==> src/rtl/wsched_pkg.sv <==
package wsched_pkg;

  // Next index after cur in a ring of n entries.
  function automatic int ring_next(input int cur, input int n);
    return (cur + 1 >= n) ? 0 : cur + 1;
  endfunction

endpackage

==> src/rtl/wsched_warp_state.sv <==
module wsched_warp_state #(
  parameter int NUM_WARPS = 8,
  parameter int BUSY_LAT  = 3,
  localparam int IDW = $clog2(NUM_WARPS),
  localparam int CW  = $clog2(BUSY_LAT + 1)
) (
  input  logic                 clk,
  input  logic                 rst_n,
  input  logic [NUM_WARPS-1:0] resident,
  input  logic [NUM_WARPS-1:0] next_mem,
  input  logic [NUM_WARPS-1:0] grant,
  input  logic                 resp_valid,
  input  logic [IDW-1:0]       resp_warp,
  output logic [NUM_WARPS-1:0] elig
);

  localparam logic [CW-1:0] LOAD = CW'(BUSY_LAT);

  for (genvar w = 0; w < NUM_WARPS; w++) begin : g_warp
    logic [CW-1:0] cnt_q;
    logic          mem_wait_q;
    logic          resp_hit;

    assign resp_hit = resp_valid && (resp_warp == IDW'(w));
    // A response releases the warp in the cycle it arrives.
    assign elig[w]  = resident[w] && (cnt_q == '0) && (!mem_wait_q || resp_hit);

    always_ff @(posedge clk) begin
      if (!rst_n) begin
        cnt_q      <= '0;
        mem_wait_q <= 1'b0;
      end else begin
        if (grant[w])
          cnt_q <= LOAD;
        else if (cnt_q != '0)
          cnt_q <= cnt_q - 1'b1;

        // Setting on a memory grant wins over a same-cycle clear.
        if (grant[w] && next_mem[w])
          mem_wait_q <= 1'b1;
        else if (resp_hit)
          mem_wait_q <= 1'b0;
      end
    end
  end

endmodule

==> src/rtl/wsched_pick.sv <==
module wsched_pick
  import wsched_pkg::*;
#(
  parameter int NUM_WARPS = 8,
  parameter int PRIO_W    = 2,
  localparam int IDW = $clog2(NUM_WARPS)
) (
  input  logic                        clk,
  input  logic                        rst_n,
  input  logic [NUM_WARPS-1:0]        elig,
  input  logic [NUM_WARPS*PRIO_W-1:0] prio,
  output logic                        sel_valid,
  output logic [NUM_WARPS-1:0]        sel_onehot,
  output logic [IDW-1:0]              sel_idx,
  output logic [IDW-1:0]              rr_ptr
);

  logic [PRIO_W-1:0]    top_prio;
  logic [NUM_WARPS-1:0] cand;

  // Stage 1: largest priority among eligible warps.
  always_comb begin
    top_prio = '0;
    for (int i = 0; i < NUM_WARPS; i++)
      if (elig[i] && prio[i*PRIO_W +: PRIO_W] > top_prio)
        top_prio = prio[i*PRIO_W +: PRIO_W];
  end

  for (genvar i = 0; i < NUM_WARPS; i++) begin : g_cand
    assign cand[i] = elig[i] && (prio[i*PRIO_W +: PRIO_W] == top_prio);
  end

  // Stage 2: rotating search over the top-priority candidates.
  always_comb begin
    int idx;
    sel_valid = 1'b0;
    sel_idx   = '0;
    idx       = int'(rr_ptr);
    for (int k = 0; k < NUM_WARPS; k++) begin
      idx = ring_next(idx, NUM_WARPS);
      if (!sel_valid && cand[idx]) begin
        sel_valid = 1'b1;
        sel_idx   = IDW'(idx);
      end
    end
  end

  for (genvar i = 0; i < NUM_WARPS; i++) begin : g_onehot
    assign sel_onehot[i] = sel_valid && (sel_idx == IDW'(i));
  end

  always_ff @(posedge clk) begin
    if (!rst_n)
      rr_ptr <= IDW'(NUM_WARPS - 1);
    else if (sel_valid)
      rr_ptr <= sel_idx;
  end

endmodule

==> src/rtl/warp_issue_sched.sv <==
module warp_issue_sched #(
  parameter int NUM_WARPS = 8,
  parameter int PRIO_W    = 2,
  parameter int BUSY_LAT  = 3,
  localparam int IDW = $clog2(NUM_WARPS)
) (
  input  logic                        clk,
  input  logic                        rst_n,
  input  logic [NUM_WARPS-1:0]        warp_resident,
  input  logic [NUM_WARPS*PRIO_W-1:0] warp_prio,
  input  logic [NUM_WARPS-1:0]        warp_next_mem,
  input  logic                        resp_valid,
  input  logic [IDW-1:0]              resp_warp,
  output logic                        issue_valid,
  output logic [NUM_WARPS-1:0]        issue_grant,
  output logic [IDW-1:0]              issue_warp
);

  logic [NUM_WARPS-1:0] elig;
  logic [IDW-1:0]       rr_ptr;

  wsched_warp_state #(
    .NUM_WARPS(NUM_WARPS),
    .BUSY_LAT (BUSY_LAT)
  ) u_state (
    .clk       (clk),
    .rst_n     (rst_n),
    .resident  (warp_resident),
    .next_mem  (warp_next_mem),
    .grant     (issue_grant),
    .resp_valid(resp_valid),
    .resp_warp (resp_warp),
    .elig      (elig)
  );

  wsched_pick #(
    .NUM_WARPS(NUM_WARPS),
    .PRIO_W   (PRIO_W)
  ) u_pick (
    .clk       (clk),
    .rst_n     (rst_n),
    .elig      (elig),
    .prio      (warp_prio),
    .sel_valid (issue_valid),
    .sel_onehot(issue_grant),
    .sel_idx   (issue_warp),
    .rr_ptr    (rr_ptr)
  );

endmodule

==> config.mk <==
export PLATFORM = sky130hd
export DESIGN_NAME = warp_issue_sched
export DESIGN_NICKNAME = d
export VERILOG_FILES = /design/src/rtl/wsched_pkg.sv /design/src/rtl/wsched_warp_state.sv /design/src/rtl/wsched_pick.sv /design/src/rtl/warp_issue_sched.sv
export SDC_FILE = /design/constraint.sdc
export NUM_CORES = 1
export LEC_CHECK = 0
export ABC_AREA = 1
export BUFFER_PORTS_ARGS = -buffer_cell sky130_fd_sc_hd__buf_2
export CORE_UTILIZATION = 41
export CTS_BUF_LIST = sky130_fd_sc_hd__clkbuf_8
export DETAILED_ROUTE_END_ITERATION = 10
export GPL_TIMING_DRIVEN = 0
export SLEW_MARGIN = 20
export SYNTH_ARGS = -nofsm -noshare
export SYNTH_HDL_FRONTEND = slang
export SYNTH_HIERARCHICAL = 1
export SYNTH_SLANG_ARGS = --single-unit
==> constraint.sdc <==
create_clock -name clk -period 15.6 [get_ports clk]
set_clock_uncertainty 0.1 [all_clocks]
set_input_delay 1.56 -clock clk [delete_from_list [all_inputs] [get_ports clk]]
set_output_delay 1.56 -clock clk [all_outputs]
set_load 0.02 [all_outputs]
* Yosys cells after proc, flatten, opt, wreduce, memory -nomap -nowiden
Cells that the tools add are included.
** Storage, ports and cells
- Bits of input ports :: 38
- Bits in registers :: 27
** Operators by class
- Magnitude comparators :: 24
- Reduce and logical (&&, ||, !) cells :: 120
- $add $sub $neg :: 16
- Equality and inequality tests :: 22
- Multiplexer cells :: 88
** Operator list (count)
- 32-bit by 5-bit >= comparator with 1-bit output, second input constant :: 8
- 32-bit by 5-bit less-than comparator with 1-bit output, second input constant :: 8
- 32-bit 2-to-1 mux :: 8
- 32-bit by 2-bit adder with 32-bit output, second input constant :: 7
- 1-bit logical AND :: 63
- 2-bit 2-to-1 mux :: 24
- 2-bit nonzero test :: 24
- 1-bit 2-to-1 mux :: 40
- 1-bit binary-select mux with 3-bit select :: 8
- 3-bit equality test, second input constant :: 8
- 3-bit 2-to-1 mux :: 8
- 2-bit equality test :: 8
- 2-bit zero test :: 8
- 2-bit by 1-bit subtractor with 2-bit output, second input constant :: 8
- 1-bit zero test :: 15
- 2-bit > comparator :: 7
- 3-bit by 2-bit equality test with 1-bit output, second input constant :: 4
- 1-bit logical OR :: 8
- 3-bit by 1-bit equality test with 1-bit output, second input constant :: 2
- 3-bit zero test :: 2
- 3-bit by 1-bit adder with 4-bit output, second input constant :: 1
- 2-bit by 1-bit > comparator with 1-bit output, second input constant :: 1

* Depth between registers and ports, before layout
- Depth in word-level cells :: 58
- Mapped depth :: 76
- Depth with buffers taken out :: 76

* By module
The synthesis kept the hierarchy.
** Modules (own cells, without submodules)
- wsched_pick :: area an instance 2422.3 µm², cells each 479, instances 1, seq. area each 60.1 µm²
- wsched_warp_state :: area an instance 1267.5 µm², cells each 181, instances 1, seq. area each 480.5 µm²

* Least setup slack after synthesis
Ideal clock, no wire load.
- Kind :: input-to-output
- Start point :: input port resp_valid
- End point :: output port issue_grant[4]
- Slack :: 4.138 ns
- Data required time :: 13.940 ns
- Cell stages on the path :: 65
- Path buffers :: 0
- Arrival time :: 9.802 ns
- Cell sequence :: inv_1 > nor2_4 > nand2_1 > a21oi_1 > inv_1 > nor3_1 > ha_1 > a21oi_2 > nand2_1 > nand2_1 > nand2_1 > ha_1 > nand2_1 > nand2_1 > nand3_1 > inv_1 > nand2_1 > and2_1 > (+29 left out) > nand2_1 > nand2_1 > nor2_1 > inv_1 > nand3_2 > nand2_2 > xor2_1 > nand3_1 > nand3_1 > nand3_1 > nand2_2 > nor2_4 > nand4_4 > nor2_4 > nand4_1 > nand3_2 > inv_2 > nor2_1
** On the way
- Word-level cells in the longest chain between the ends :: 55
** Ends and longest elaborated chain
- start, declared :: line warp_issue_sched.sv:12 : input logic resp_valid,
- 1-bit logical AND * :: line wsched_warp_state.sv:24 : assign resp_hit = resp_valid && (resp_warp == IDW'(w));
- 1-bit logical OR * :: line wsched_warp_state.sv:26 : assign elig[w] = resident[w] && (cnt_q == '0) && (!mem_wait_q || resp_hit);
- 1-bit logical AND * :: line wsched_warp_state.sv:26
- via elig[0] :: line warp_issue_sched.sv:19 : logic [NUM_WARPS-1:0] elig;
- 1-bit logical AND :: line wsched_pick.sv:25 : if (elig[i] && prio[i*PRIO_W +: PRIO_W] > top_prio)
- 2-bit 2-to-1 mux :: line wsched_pick.sv:25
- 2-bit > comparator :: line wsched_pick.sv:25
- 1-bit logical AND :: line wsched_pick.sv:25
- (+41 left out)
- 1-bit logical AND :: line wsched_pick.sv:41 : if (!sel_valid && cand[idx]) begin
- 1-bit 2-to-1 mux :: line wsched_pick.sv:41
- 1-bit zero test :: line wsched_pick.sv:41
- 1-bit logical AND :: line wsched_pick.sv:41
- 3-bit 2-to-1 mux * :: line wsched_pick.sv:41
- via issue_warp[2] :: line warp_issue_sched.sv:16 : output logic [IDW-1:0] issue_warp
- 3-bit equality test * :: line wsched_pick.sv:49 : assign sel_onehot[i] = sel_valid && (sel_idx == IDW'(i));
- 1-bit logical AND * :: line wsched_pick.sv:49
- end, declared :: line warp_issue_sched.sv:15 : output logic [NUM_WARPS-1:0] issue_grant,
The timed path passes the listed nets; every way through them passes the cells marked *. The select of a mux whose other input is x is not followed.

* Final worst setup path
- Start point :: input port resp_warp[1]
- End point :: output port issue_grant[5]
** On the way
- Word-level cells in the longest chain between the ends :: 56
** Ends and longest elaborated chain
- start, declared :: line warp_issue_sched.sv:13 : input logic [IDW-1:0] resp_warp,
- 3-bit zero test * :: line wsched_warp_state.sv:24
- 1-bit logical AND * :: line wsched_warp_state.sv:24
- 1-bit logical OR * :: line wsched_warp_state.sv:26
- 1-bit logical AND * :: line wsched_warp_state.sv:26
- via elig[0] :: line warp_issue_sched.sv:19
- 1-bit logical AND :: line wsched_pick.sv:25
- 2-bit 2-to-1 mux :: line wsched_pick.sv:25
- 2-bit > comparator :: line wsched_pick.sv:25
- (+41 left out)
- 1-bit zero test :: line wsched_pick.sv:41
- 1-bit logical AND :: line wsched_pick.sv:41
- 1-bit 2-to-1 mux :: line wsched_pick.sv:41
- 1-bit zero test :: line wsched_pick.sv:41
- 1-bit logical AND :: line wsched_pick.sv:41
- 3-bit 2-to-1 mux :: line wsched_pick.sv:41
- 3-bit equality test :: line wsched_pick.sv:49
- 1-bit logical AND * :: line wsched_pick.sv:49
Marks and branches as above.

==> flow_summary.toml <==
[hold_path]
hp-start = "u_state/g_warp[6].mem_wait_q"
hold_class = "reg -> reg"

[synthesis]
synthTopCellsByCount = "nand2_1, inv_1, nand3_1"
netlist_instances = 660
synthAdderAreaFrac_pct = 10.5
yosysWarnings = 6
synth_flop_cell = "dfxtp_1"
synth-xor-area-share_pct = 1.59
ys_ff_latch = 27
yosysUniqueCellTypes = 31
synth_most_common_cell = "nand2_1"
synth_top_area_share_pct = 20.3
yosysSeqAreaShare_pct = 14.6
synth_area_per_cell_um2 = 5.59
synth_top_area_cell = "nand2_1"
synth-edff-count = 0
synth-simple-area-share_pct = 50.3
synth_top_family_by_area = "simple AND/OR/NAND/NOR gates"
synthTopCellsByArea = "nand2_1, dfxtp_1, nand3_1"
synth-compound-area-share_pct = 9.70
muxShareOfSynthArea_pct = 0
syn_nets = 729
netlist_area_mm2 = 0.00369
async_flop_share_pct = 0

[sta]
fin_crit_ns = 13.55
setup_violations = 0
fin_setup_tns_ns = 0
tightest_slew_ns = 0.593
fmax_mhz = 73.8
maxSlewHeadroom_pct = 60.4
rsz0062_at_grt = "false"
hold_violations = 0
drv_slew = 0
fin_crit_sh_pct = 86.9

[clock_network]
numCtsBuffers = 3
clockBufferDepth = 2
cts_resized = 0
cts_root_buffer = "clkbuf_8"
clk_latency_ns = 0.27
clock_sinks = 27
post_cts_buffers = 0
cts_tree = "done"
cts_hold_buf = 0
htreeDepth = 1
clk_pin_slew_ns = 0.09

[global_route]
gr-usage-all-layers_pct = 21.5
first_global_vias = 3827
grt_max_degree = 15
grt_pass1_wl_mm = 17.1
antenna_found_initial = 0
gr-total-overflow = 0

[floorplanning]
io_pins = 50
die_w_um = 96.9
start_util_pct = 42.3
chipHeight_um = 96.9
num_rows = 34
die-area_mm2 = 0.00938
core_area_mm2 = 0.00872

[worst_setup_path]
startpoint = "resp_warp[1]"
crit_arrival_ns = 11.89
cp-end-kind = "primary output"
r2r-start = "u_state/g_warp[0].cnt_q[0]"
crit_fanout = 8
required_ns = 13.94
crit_type = "in -> out"
crit_top_cell = "nand2_1"
slowest_delay_ns = 0.42
startpoint_type = "input port"
cp_slowest_cell = "a21oi_1"

[drt]
wl_per_cell_um = 12.2
postRouteAntennaNets = 0
first_pass_iters = 5
post_drt_via_cell_ratio = 5.04
vias = 4141
drt-initial-drc-count = 179
drc = 0
finalWirelength_mm = 10.0

[cells_and_area]
layout-drive-gt1-share_pct = 16.4
syn2layout_area_growth_pct = 11.5
antennaDiodeCount = 0
fillers = 933
nets = 783

[place]
place_congestion = 0.882
io_buffer_count = 49
dp_hpwl_mm = 8.46

[run_status]
status = "finished, final reports clean"

[flow_run]
drv_cap = 0
## area by class of cell
| class | count | area [µm²] | area share, % |
|---|---|---|---|
| Clock buffer | 3 | 41.3 | 1.00 |
| Timing Repair Buffer | 49 | 245 | 5.96 |
| Tap cell | 108 | 135 | 3.28 |
| Multi-Input combinational cell | 505 | 2660 | 64.6 |
| Sequential cell | 27 | 541 | 13.1 |
| Inverter | 120 | 450 | 10.9 |
| Buffer | 8 | 40.0 | 0.973 |
| Clock inverter | 1 | 3.75 | 0.0912 |
## state kept, by name, indices dropped and copies added, names as in the netlist
name                       cells
u_state/g_warp.mem_wait_q      8
u_pick/rr_ptr                  3
u_state/g_warp.cnt_q          16
## critical path, delay by kind of cell
| kind | cells | cell delay, ns |
|---|---|---|
| and+or+nand+nor | 50 | 6.26 |
| adders and majority gates | 7 | 1.91 |
| buffers and inverters | 10 | 1.48 |
| AOI/OAI and AO/OA | 2 | 0.63 |
## placed cells by master, fill, tap and decap left out, types with 2 or more instances in the layout
cell type    n
o21bai_1     8
ha_1        31
nand4_1      9
a21oi_2     11
nand3_2      9
o21ai_0     13
nand3_1     88
nor3_1       2
nor2_1      70
inv_1      110
a21oi_1     18
nand2_2     18
nor2_2       5
buf_2       51
and2_1       2
nand2_1    200
nand3b_1     2
o21ai_1      6
xor2_1       3
nor2_4       3
inv_2       11
clkbuf_8     3
clkbuf_1     5
dfxtp_1     27
## logic make-up after synthesis
logic type | count (synthesis)
and+or+nand+nor | 411
AOI/OAI and AO/OA | 58
buffers and inverters | 128
xor gates and xnor gates | 5
DFF | 27
adders and majority gates | 31
## per-stage QoR
stage	hold WS [ns]	util (%)	setup WS [ns]	instance area [µm²]	cells
3_5_place_dp	0.352	46.7	2.13	4070	817
6_report	0.367	47.2	2.05	4120	821
3_3_place_gp	0.348	46.7	2.31	4070	817
5_1_grt	0.398	47.2	0.918	4120	821
4_1_cts	0.367	47.2	2.12	4120	821
2_1_floorplan	0.339	-	4.14	3690	660
## path summary, 6_finish.rpt
| path | cells past startpoint | slack, ns | end |
|---|---|---|---|
| worst max-delay path | 69 | 2.05 | issue_grant[5] |
| worst min-delay path | 2 | 0.37 | u_state/g_warp[6].mem_wait_q |
| worst max register to register | 71 | 4.75 | u_state/g_warp[5].cnt_q[1] |
| worst min register to register | 2 | 0.37 | u_state/g_warp[6].mem_wait_q |
## routing by layer
layer	wire length (µm)	part of all wire (%)	track usage (%)
met5	0	0	0
met4	58	0.58	3.56
met3	425	4.2	1.30
met2	4770	47	39.0
met1	4790	48	28.2
Power is left out: the tool's default activity adds up to more than one toggle a clock period on the data nets, which glitch-free logic cannot reach.
